File: config.mk
export PLATFORM = sky130hd
export DESIGN_NAME = cordic_phase_diff
export DESIGN_NICKNAME = d
export VERILOG_FILES = /design/src/rtl/cpd_pkg.sv /design/src/rtl/cpd_atan_rom.sv /design/src/rtl/cpd_premap.sv /design/src/rtl/cpd_engine.sv /design/src/rtl/cordic_phase_diff.sv
export SDC_FILE = /design/constraint.sdc
export NUM_CORES = 2
export LEC_CHECK = 0
export BUFFER_PORTS_ARGS = -buffer_cell sky130_fd_sc_hd__buf_2
export CORE_UTILIZATION = 45
export CTS_CLUSTER_DIAMETER = 50
export CTS_CLUSTER_SIZE = 10
export DETAILED_ROUTE_END_ITERATION = 6
export SYNTH_ARGS = -nofsm -noshare
export SYNTH_HDL_FRONTEND = slang
export SYNTH_HIERARCHICAL = 1
export SYNTH_SLANG_ARGS = --single-unit
File: constraint.sdc
create_clock -name clk -period 5.2 [get_ports clk]
set_input_delay 0.26 -clock clk [delete_from_list [all_inputs] [get_ports clk]]
set_output_delay 0.26 -clock clk [all_outputs]
set_load 0.01 [all_outputs]
File: src/rtl/cpd_pkg.sv
package cpd_pkg;
  localparam int ANG_W = 32;

  // arctangent of 2^-i in binary angle units (2^31 = half turn)
  function automatic logic [ANG_W-1:0] atan_step(input int unsigned i);
    logic [ANG_W-1:0] v;
    case (i)
      0:  v = 32'h2000_0000;
      1:  v = 32'h12E4_051E;
      2:  v = 32'h09FB_385B;
      3:  v = 32'h0511_11D4;
      4:  v = 32'h028B_0D43;
      5:  v = 32'h0145_D7E1;
      6:  v = 32'h00A2_F61E;
      7:  v = 32'h0051_7C55;
      8:  v = 32'h0028_BE53;
      9:  v = 32'h0014_5F2F;
      10: v = 32'h000A_2F98;
      11: v = 32'h0005_17CC;
      12: v = 32'h0002_8BE6;
      13: v = 32'h0001_45F3;
      14: v = 32'h0000_A2FA;
      15: v = 32'h0000_517D;
      default: v = 32'h0000_A2FA >> (i - 14);
    endcase
    return v;
  endfunction
endpackage

File: src/rtl/cpd_atan_rom.sv
module cpd_atan_rom
  import cpd_pkg::*;
#(
  parameter int ITER = 16,
  localparam int CW = (ITER > 1) ? $clog2(ITER) : 1
) (
  input  logic [CW-1:0]    idx,
  output logic [ANG_W-1:0] step
);
  logic [ANG_W-1:0] table_q [ITER];

  for (genvar g = 0; g < ITER; g++) begin : g_ent
    assign table_q[g] = atan_step(g);
  end

  always_comb begin
    step = '0;
    for (int k = 0; k < ITER; k++) begin
      if (idx == CW'(k)) step = table_q[k];
    end
  end
endmodule

File: src/rtl/cpd_premap.sv
module cpd_premap
  import cpd_pkg::*;
#(
  parameter int IN_W = 16,
  localparam int PW = 2 * IN_W + 1,
  localparam int XW = PW + 2
) (
  input  logic signed [IN_W-1:0] cav_i,
  input  logic signed [IN_W-1:0] cav_q,
  input  logic signed [IN_W-1:0] fwd_i,
  input  logic signed [IN_W-1:0] fwd_q,
  output logic signed [XW-1:0]   x_o,
  output logic signed [XW-1:0]   y_o,
  output logic [ANG_W-1:0]       z_o
);
  logic signed [PW-1:0] ci, cq, fi, fq;
  logic signed [PW-1:0] re, im;
  logic signed [XW-1:0] re_x, im_x;

  always_comb begin
    ci = PW'(cav_i);
    cq = PW'(cav_q);
    fi = PW'(fwd_i);
    fq = PW'(fwd_q);
    // cavity times conjugate of forward
    re = ci * fi + cq * fq;
    im = cq * fi - ci * fq;
    re_x = XW'(re);
    im_x = XW'(im);
    if (re_x[XW-1]) begin
      x_o = -re_x;
      y_o = -im_x;
      z_o = {1'b1, {(ANG_W-1){1'b0}}};
    end else begin
      x_o = re_x;
      y_o = im_x;
      z_o = '0;
    end
  end
endmodule

File: src/rtl/cpd_engine.sv
module cpd_engine
  import cpd_pkg::*;
#(
  parameter int XW = 35,
  parameter int ITER = 16,
  localparam int CW = (ITER > 1) ? $clog2(ITER) : 1,
  localparam logic [CW-1:0] LAST = CW'(ITER - 1)
) (
  input  logic                 clk,
  input  logic                 rst_n,
  input  logic                 load,
  input  logic signed [XW-1:0] x_in,
  input  logic signed [XW-1:0] y_in,
  input  logic [ANG_W-1:0]     z_in,
  input  logic [ANG_W-1:0]     step,
  output logic [CW-1:0]        idx,
  output logic                 busy,
  output logic                 done,
  output logic [ANG_W-1:0]     phase
);
  logic signed [XW-1:0] x_r, y_r, x_n, y_n, x_sh, y_sh;
  logic [ANG_W-1:0]     z_r, z_n, ph_r, ph_n;
  logic [CW-1:0]        cnt_r, cnt_n;
  logic                 busy_r, busy_n, done_r, done_n;
  logic                 dp_en;

  assign x_sh  = x_r >>> cnt_r;
  assign y_sh  = y_r >>> cnt_r;
  assign dp_en = busy_r | load;

  always_comb begin
    x_n    = x_r;
    y_n    = y_r;
    z_n    = z_r;
    cnt_n  = cnt_r;
    busy_n = busy_r;
    done_n = 1'b0;
    ph_n   = ph_r;
    if (!busy_r) begin
      if (load) begin
        x_n    = x_in;
        y_n    = y_in;
        z_n    = z_in;
        cnt_n  = '0;
        busy_n = 1'b1;
      end
    end else begin
      if (!y_r[XW-1]) begin
        x_n = x_r + y_sh;
        y_n = y_r - x_sh;
        z_n = z_r + step;
      end else begin
        x_n = x_r - y_sh;
        y_n = y_r + x_sh;
        z_n = z_r - step;
      end
      if (cnt_r == LAST) begin
        busy_n = 1'b0;
        done_n = 1'b1;
        ph_n   = z_n;
      end else begin
        cnt_n = cnt_r + 1'b1;
      end
    end
  end

  always_ff @(posedge clk or negedge rst_n) begin
    if (!rst_n) begin
      x_r    <= '0;
      y_r    <= '0;
      z_r    <= '0;
      cnt_r  <= '0;
      busy_r <= 1'b0;
      done_r <= 1'b0;
      ph_r   <= '0;
    end else begin
      busy_r <= busy_n;
      done_r <= done_n;
      if (dp_en) begin
        x_r   <= x_n;
        y_r   <= y_n;
        z_r   <= z_n;
        cnt_r <= cnt_n;
      end
      if (done_n) ph_r <= ph_n;
    end
  end

  assign idx   = cnt_r;
  assign busy  = busy_r;
  assign done  = done_r;
  assign phase = ph_r;


  done_pulse_chk: assert property (@(posedge clk) disable iff (!rst_n)
    done_r |=> !done_r);

  done_after_busy_chk: assert property (@(posedge clk) disable iff (!rst_n)
    done_r |-> ($past(busy_r) && !busy_r));

  busy_ignore_chk: assert property (@(posedge clk) disable iff (!rst_n)
    (busy_r && load && cnt_r != LAST) |=> (busy_r && cnt_r == $past(cnt_r) + 1'b1));

  phase_hold_chk: assert property (@(posedge clk) disable iff (!rst_n)
    !done_r |-> $stable(ph_r));

  x_positive_chk: assert property (@(posedge clk) disable iff (!rst_n)
    busy_r |-> !x_r[XW-1]);
endmodule

File: src/rtl/cordic_phase_diff.sv
module cordic_phase_diff
  import cpd_pkg::*;
#(
  parameter int IN_W = 16,
  parameter int ITER = 16,
  localparam int PW = 2 * IN_W + 1,
  localparam int XW = PW + 2,
  localparam int CW = (ITER > 1) ? $clog2(ITER) : 1
) (
  input  logic                   clk,
  input  logic                   rst_n,
  input  logic                   start,
  input  logic signed [IN_W-1:0] cav_i,
  input  logic signed [IN_W-1:0] cav_q,
  input  logic signed [IN_W-1:0] fwd_i,
  input  logic signed [IN_W-1:0] fwd_q,
  output logic                   busy,
  output logic                   done,
  output logic [ANG_W-1:0]       phase
);
  logic                 rst_s1, rst_s2;
  logic signed [XW-1:0] x0, y0;
  logic [ANG_W-1:0]     z0, step;
  logic [CW-1:0]        idx;

  // reset asserts at once, releases on the clock
  always_ff @(posedge clk or negedge rst_n) begin
    if (!rst_n) begin
      rst_s1 <= 1'b0;
      rst_s2 <= 1'b0;
    end else begin
      rst_s1 <= 1'b1;
      rst_s2 <= rst_s1;
    end
  end

  cpd_premap #(.IN_W(IN_W)) u_premap (
    .cav_i(cav_i), .cav_q(cav_q), .fwd_i(fwd_i), .fwd_q(fwd_q),
    .x_o(x0), .y_o(y0), .z_o(z0)
  );

  cpd_atan_rom #(.ITER(ITER)) u_rom (
    .idx(idx), .step(step)
  );

  cpd_engine #(.XW(XW), .ITER(ITER)) u_engine (
    .clk(clk), .rst_n(rst_s2), .load(start),
    .x_in(x0), .y_in(y0), .z_in(z0), .step(step), .idx(idx),
    .busy(busy), .done(done), .phase(phase)
  );
endmodule

# Yosys cells after proc, flatten, opt, wreduce, memory -nomap -nowiden
# Cells that the tools add are included.
dict set report word_totals {
  word_cells 84
  input_bits 67
  out_inout_bits 34
  reg_bits 142
}
dict set report classes {
  eq_ne 16
  multipliers 4
  bitwise 1
  n_reduce_logical 5
  add_sub_neg 11
  mux 36
  shift 2
}
# operator n
set ops {}
lappend ops {{$mux 30} 16}
lappend ops {{$mux 35} 8}
lappend ops {{$mul 16x16->32} 4}
lappend ops {{$mux 32} 4}
lappend ops {{$add 35x35->35} 2}
lappend ops {{$neg 33->35} 2}
lappend ops {{$sshr 35x4->35} 2}
lappend ops {{$sub 35x35->35} 2}
lappend ops {{$add 32x32->33} 1}
lappend ops {{$sub 32x32->33} 1}
lappend ops {{$add 32x32->32} 1}
lappend ops {{$eq 4x4->1 const B} 8}
lappend ops {{$sub 32x32->32} 1}
lappend ops {{$eq 4x3->1 const B} 4}
lappend ops {{$mux 4} 3}
lappend ops {{$eq 4x2->1 const B} 2}
lappend ops {{$reduce_and 3->1} 2}
lappend ops {{$mux 1} 5}
lappend ops {{$add 4x1->4 const B} 1}
lappend ops {{$eq 4x1->1 const B} 1}
lappend ops {{$logic_not 4->1} 1}
lappend ops {{$ne 2x2->1 const B} 1}
lappend ops {{$reduce_and 2->1} 1}
lappend ops {{$reduce_bool 2->1} 1}
lappend ops {{$or 1x1->1} 1}

# Longest topological paths before layout
dict set report logic_depth {
  word_depth 20
  depth_mapped 35
  mapped_depth_nobuf 32
}

# By module
# Netlist, hierarchy kept.
# module cells_per_inst instances area_per_inst_um2 seq_area_each_um2
set by_module_without_submodules {}
lappend by_module_without_submodules {cpd_premap 4695 1 42743.5 0.0}
lappend by_module_without_submodules {cpd_engine 2118 1 17880.9 3503.4}
lappend by_module_without_submodules {cpd_atan_rom 87 1 531.8 0.0}
lappend by_module_without_submodules {cordic_phase_diff 3 1 53.8 50.0}

# Worst setup path after synthesis
# Ideal clock, no wire load.
dict set report synth_path {
  path_kind {input-to-reg}
  from {in cav_i[15]}
  to {reg u_engine.y_r[33]}
  path_buffers 1
  arrival_time_ps 8254
  path_stages 30
  path_slack_ps -3200
  setup_ps 146
  t_required_ps 5054
  cell_sequence {clkbuf_1 nand2_1 inv_1 fa_1 inv_1 fa_1 inv_1 fa_1 inv_1 fa_1 fa_1 fa_1 fa_1 inv_1 fa_1 inv_1 ha_1 or3_1 o21ai_0 a31oi_1 o211a_1 or2_2 or3_1 a2111o_1 nor4_2 a21oi_1 mux2_2 mux2_2 o21ai_0 a311oi_1}
}
dict set report synth_between {
  elab_chain_len 6
  word_cells_on_any_way 8
  classes_between {add/sub: 3; mul: 2; mux: 3}
}
# element line
set synth_rtl {}
lappend synth_rtl {{start: declaration} cordic_phase_diff.sv:13} ;# input logic signed [IN_W-1:0] cav_i,
lappend synth_rtl {{$mul 16x16->32} cpd_premap.sv:27} ;# im = cq * fi - ci * fq;
lappend synth_rtl {{$sub 32x32->33} cpd_premap.sv:27}
lappend synth_rtl {{$neg 33->35} cpd_premap.sv:32} ;# y_o = -im_x;
lappend synth_rtl {{$mux 35 (*)} cpd_premap.sv:30} ;# if (re_x[XW-1]) begin
lappend synth_rtl {{named net y0[33]} cordic_phase_diff.sv:22} ;# logic signed [XW-1:0] x0, y0;
lappend synth_rtl {{$mux 35 (*)} cpd_engine.sv:40} ;# if (load) begin
lappend synth_rtl {{$mux 35 (*)} cpd_engine.sv:39} ;# if (!busy_r) begin
lappend synth_rtl {{end signal: assignment} cpd_engine.sv:81} ;# y_r <= y_n;
lappend synth_rtl {{end: declaration} cpd_engine.sv:21} ;# logic signed [XW-1:0] x_r, y_r, x_n, y_n, x_sh, y_sh;
# Mark *: on every way through the listed nets, which the timed path passes. The rest lies on a longest branch. The select of a mux whose other input is x is not followed.
# A chain may end at the register's enable or synchronous reset.

# Final worst setup path
dict set report layout_path {
  from {in fwd_q[0]}
  to {reg u_engine.y_r[34]}
}
dict set report layout_between {
  elab_chain_len 6
  word_cells_on_any_way 8
  classes_between {add/sub: 3; mul: 2; mux: 3}
}
# element line
set layout_rtl {}
lappend layout_rtl {{start: declaration} cordic_phase_diff.sv:16} ;# input logic signed [IN_W-1:0] fwd_q,
lappend layout_rtl {{$mul 16x16->32} cpd_premap.sv:27}
lappend layout_rtl {{$sub 32x32->33} cpd_premap.sv:27}
lappend layout_rtl {{$neg 33->35} cpd_premap.sv:32}
lappend layout_rtl {{$mux 35 (*)} cpd_premap.sv:30}
lappend layout_rtl {{named net y0[34]} cordic_phase_diff.sv:22}
lappend layout_rtl {{$mux 35 (*)} cpd_engine.sv:40}
lappend layout_rtl {{$mux 35 (*)} cpd_engine.sv:39}
# Marks and branches as above.

==> results.md <==
- Status: finished, violations left
- Failing checks: antenna rules, setup timing
- Remaining Overflow, GRT: 0
- Largest cells by area after synthesis: fa_1 (38%), ha_1 (8.5%), inv_1 (8.5%)
- Final worst slack: -2.75 ns
- Final nets: 9,624
- Clock skew: 0.0222 ns
- Post-synth top flop: dfrtp_1
- Final hold violation count: 0
- Crit-path slowest cell: fa_2
- 1st-iter DRT viols: 3,235
- WL met3: 9690 um
- CP most frequent cell: fa_1
- CTS root buffer: clkbuf_16
- Die Y: 371 um
- Clk_lat worst skew: 0.47 ns
- Final wirelength: 198,000 um
- Final hold slack: 0.110 ns
- Fillers: 11,900
- Die W: 371 um
- Routed Antenna Nets: 1
- Worst reg2reg path startpoint: u_engine/idx[1]
- Yosys Warn Count: 6
- Via count: 52,100
- Die Footprint: 138,000 um^2
- Synth area leader: fa_1
- Max-slew violations: 0
- Worst reg2reg endpoint: u_engine/y_r[34]
- Fmax: 126 MHz
- Register area share after synthesis: 5.81%
- FF-to-FF setup slack: -0.62 ns
- Commonest non-fill, non-tap cell in the layout: inv_1
- # setup viols final: 85
- Yosys top cell area share: 38.5%
- Slew of the pin with the lowest slew margin: 1.42 ns
- Detailed-route wire length per cell: 20.3 um
- Largest net degree at the start of global routing: 141
- TritonCTS clock tree: built
- Final min period: 7.95 ns
- Routed vias/inst: 5.35
- Clock Tree Buf Depth: 2
- Starting density of the core: 45.6%
- Met2 routed WL: 98,100 um
- Total track usage: 29.0%
- Crit. End Element: register
- Top Metal Used: met5
- DRC: 0
- Buf/Inv on CP: 13
- Vias in the first global route: 55,400
- Htree depth: 4
- Multi-input gate area: 53,600 um^2
- Routed length on met1: 82,200 um
- Critical path startpoint: fwd_q[0]
- GP Congestion: 0.959
- TritonRoute pass-1 iters: 6
- Number of port buffers: 100
- #FFs+latches synth: 142
- Slew HR: 5.29%
- CP required: 5.50 ns
- Crit Path Category: in2reg
- Netlist Area Pre-Place: 61,200 um^2
- Share of layout cells above drive strength 1: 25.6%
- Core area: 134,000 um^2
- Register Area: 3580 um^2
- Antenna violations before repair: 7
- FFs w/ async S/R, synth: 100%
- IO Pins: 101
- Critical Path Start Type: input port
- Clock buffer count from CTS: 17
- Dpl ws: -3.59 ns
- First-pass GRT wire length: 309,000 um
- WP data arrival: 8.26 ns
- RSZ-0062 raised after global routing: true
- CP Depth: 34
- Cells after Synth: 6,903
- Most frequent cells in the layout: inv_1 (1,344), fa_1 (1,152), buf_4 (1,131)
- Post-route clock period utilization: 153%
- MaxCap Viol Count: 0
- CP delay by family, top: adder cells
- Area grow syn2layout: 26.2%
- Synth unique cells: 112
- Dpl hpwl: 165,000 um
- Number of flops mapped to enable cells by yosys: 0
- Clk pin slew, worst setup/hold paths: 0.08 ns
- Max incr delay on CP: 0.59 ns
- Min-Delay Path Class: in2async
- Worst-case reg-to-reg path depth: 22
- Clock sinks: 142
- Crit path to: u_engine/y_r[34]
- Mean Syn Cell Area: 8.87 um^2
- Rows: 134
- CP max FO: 4
-- kinds of logic (layout without fill, tap and decap cells) --
kind of cell	after synthesis	after routing	synth area share [%]
fa+ha+maj	1591	1591	46.9
xor+xnor	306	306	4.38
other cells	3	41	0.0184
compound gates	914	914	9.77
mux	233	233	5.63
simple gates	1947	1947	16.1
buf+inv	1767	2810	11.4
flops	142	142	5.81
-- cells in the mapped netlist, types with 106 or more instances --
master       n
a21oi_1    235
and2_1     561
clkbuf_1   269
dfrtp_1    142
fa_1      1176
ha_1       415
inv_1     1381
nand2_1    730
nor2_1     241
o21ai_0    203
xnor2_1    200
xor2_1     106
-- worst min path at each step --
stage | startpoint | endpoint | slack (ns) | cells past startpoint
2_1_floorplan | rst_n | rst_s1 | -0.04 | 0
3_3_place_gp | rst_n | rst_s1 | 0.05 | 1
3_5_place_dp | rst_n | rst_s1 | 0.05 | 1
4_1_cts | rst_n | rst_s2 | 0.08 | 2
5_1_grt | rst_n | rst_s2 | 0.1 | 2
6_report | rst_n | rst_s2 | 0.11 | 2
-- area by class of cell --
type | instances | area share (%)
well taps | 1768 | 2.86
clock inverters | 14 | 0.228
clock buffers | 18 | 0.556
multi-input cells | 5027 | 69.4
repair buffers | 1393 | 15.5
flip-flops and latches | 142 | 4.64
inverters | 1385 | 6.75
diodes | 5 | 0.0162
-- metrics by stage --
step,cell area [um^2],util [%],std cells,TNS [ns]
finish,77200,57.6,9752,-164.81
global route,77200,57.6,9747,-187.90
CTS,74600,55.6,9660,-159.68
detailed placement,72200,53.8,9574,-215.94
global placement,72200,53.8,9574,-209.74
floorplan,62300,-,6936,-148.40
-- timing repair --
item                                    CTS  global route
pin swaps                               104           203
cloned                                    5             4
hold endpoints to repair                  2             0
buffers inserted                         48            94
hold buffers                              1             0
endpoints found under the setup margin   92            96
resized for setup                       311           418
-- registers in the layout, indices dropped and copies added, names as in the netlist --
name / count
rst_s1: 1
rst_s2: 1
u_engine/busy: 1
u_engine/done: 1
u_engine/idx: 4
u_engine/phase: 32
u_engine/x_r: 35
u_engine/y_r: 35
u_engine/z_r: 32
-- routing by layer --
| metal | up-vias | global-route usage (%) |
|---|---|---|
| met4 | 6 | 10.9 |
| met2 | 1482 | 50.8 |
| met1 | 26500 | 37.0 |
| met3 | 433 | 2.83 |
| met5 | - | 0 |
| li1 | 23700 | - |
Power is left out: the tool's default activity adds up to more than one toggle a clock period on the data nets, which glitch-free logic cannot reach.
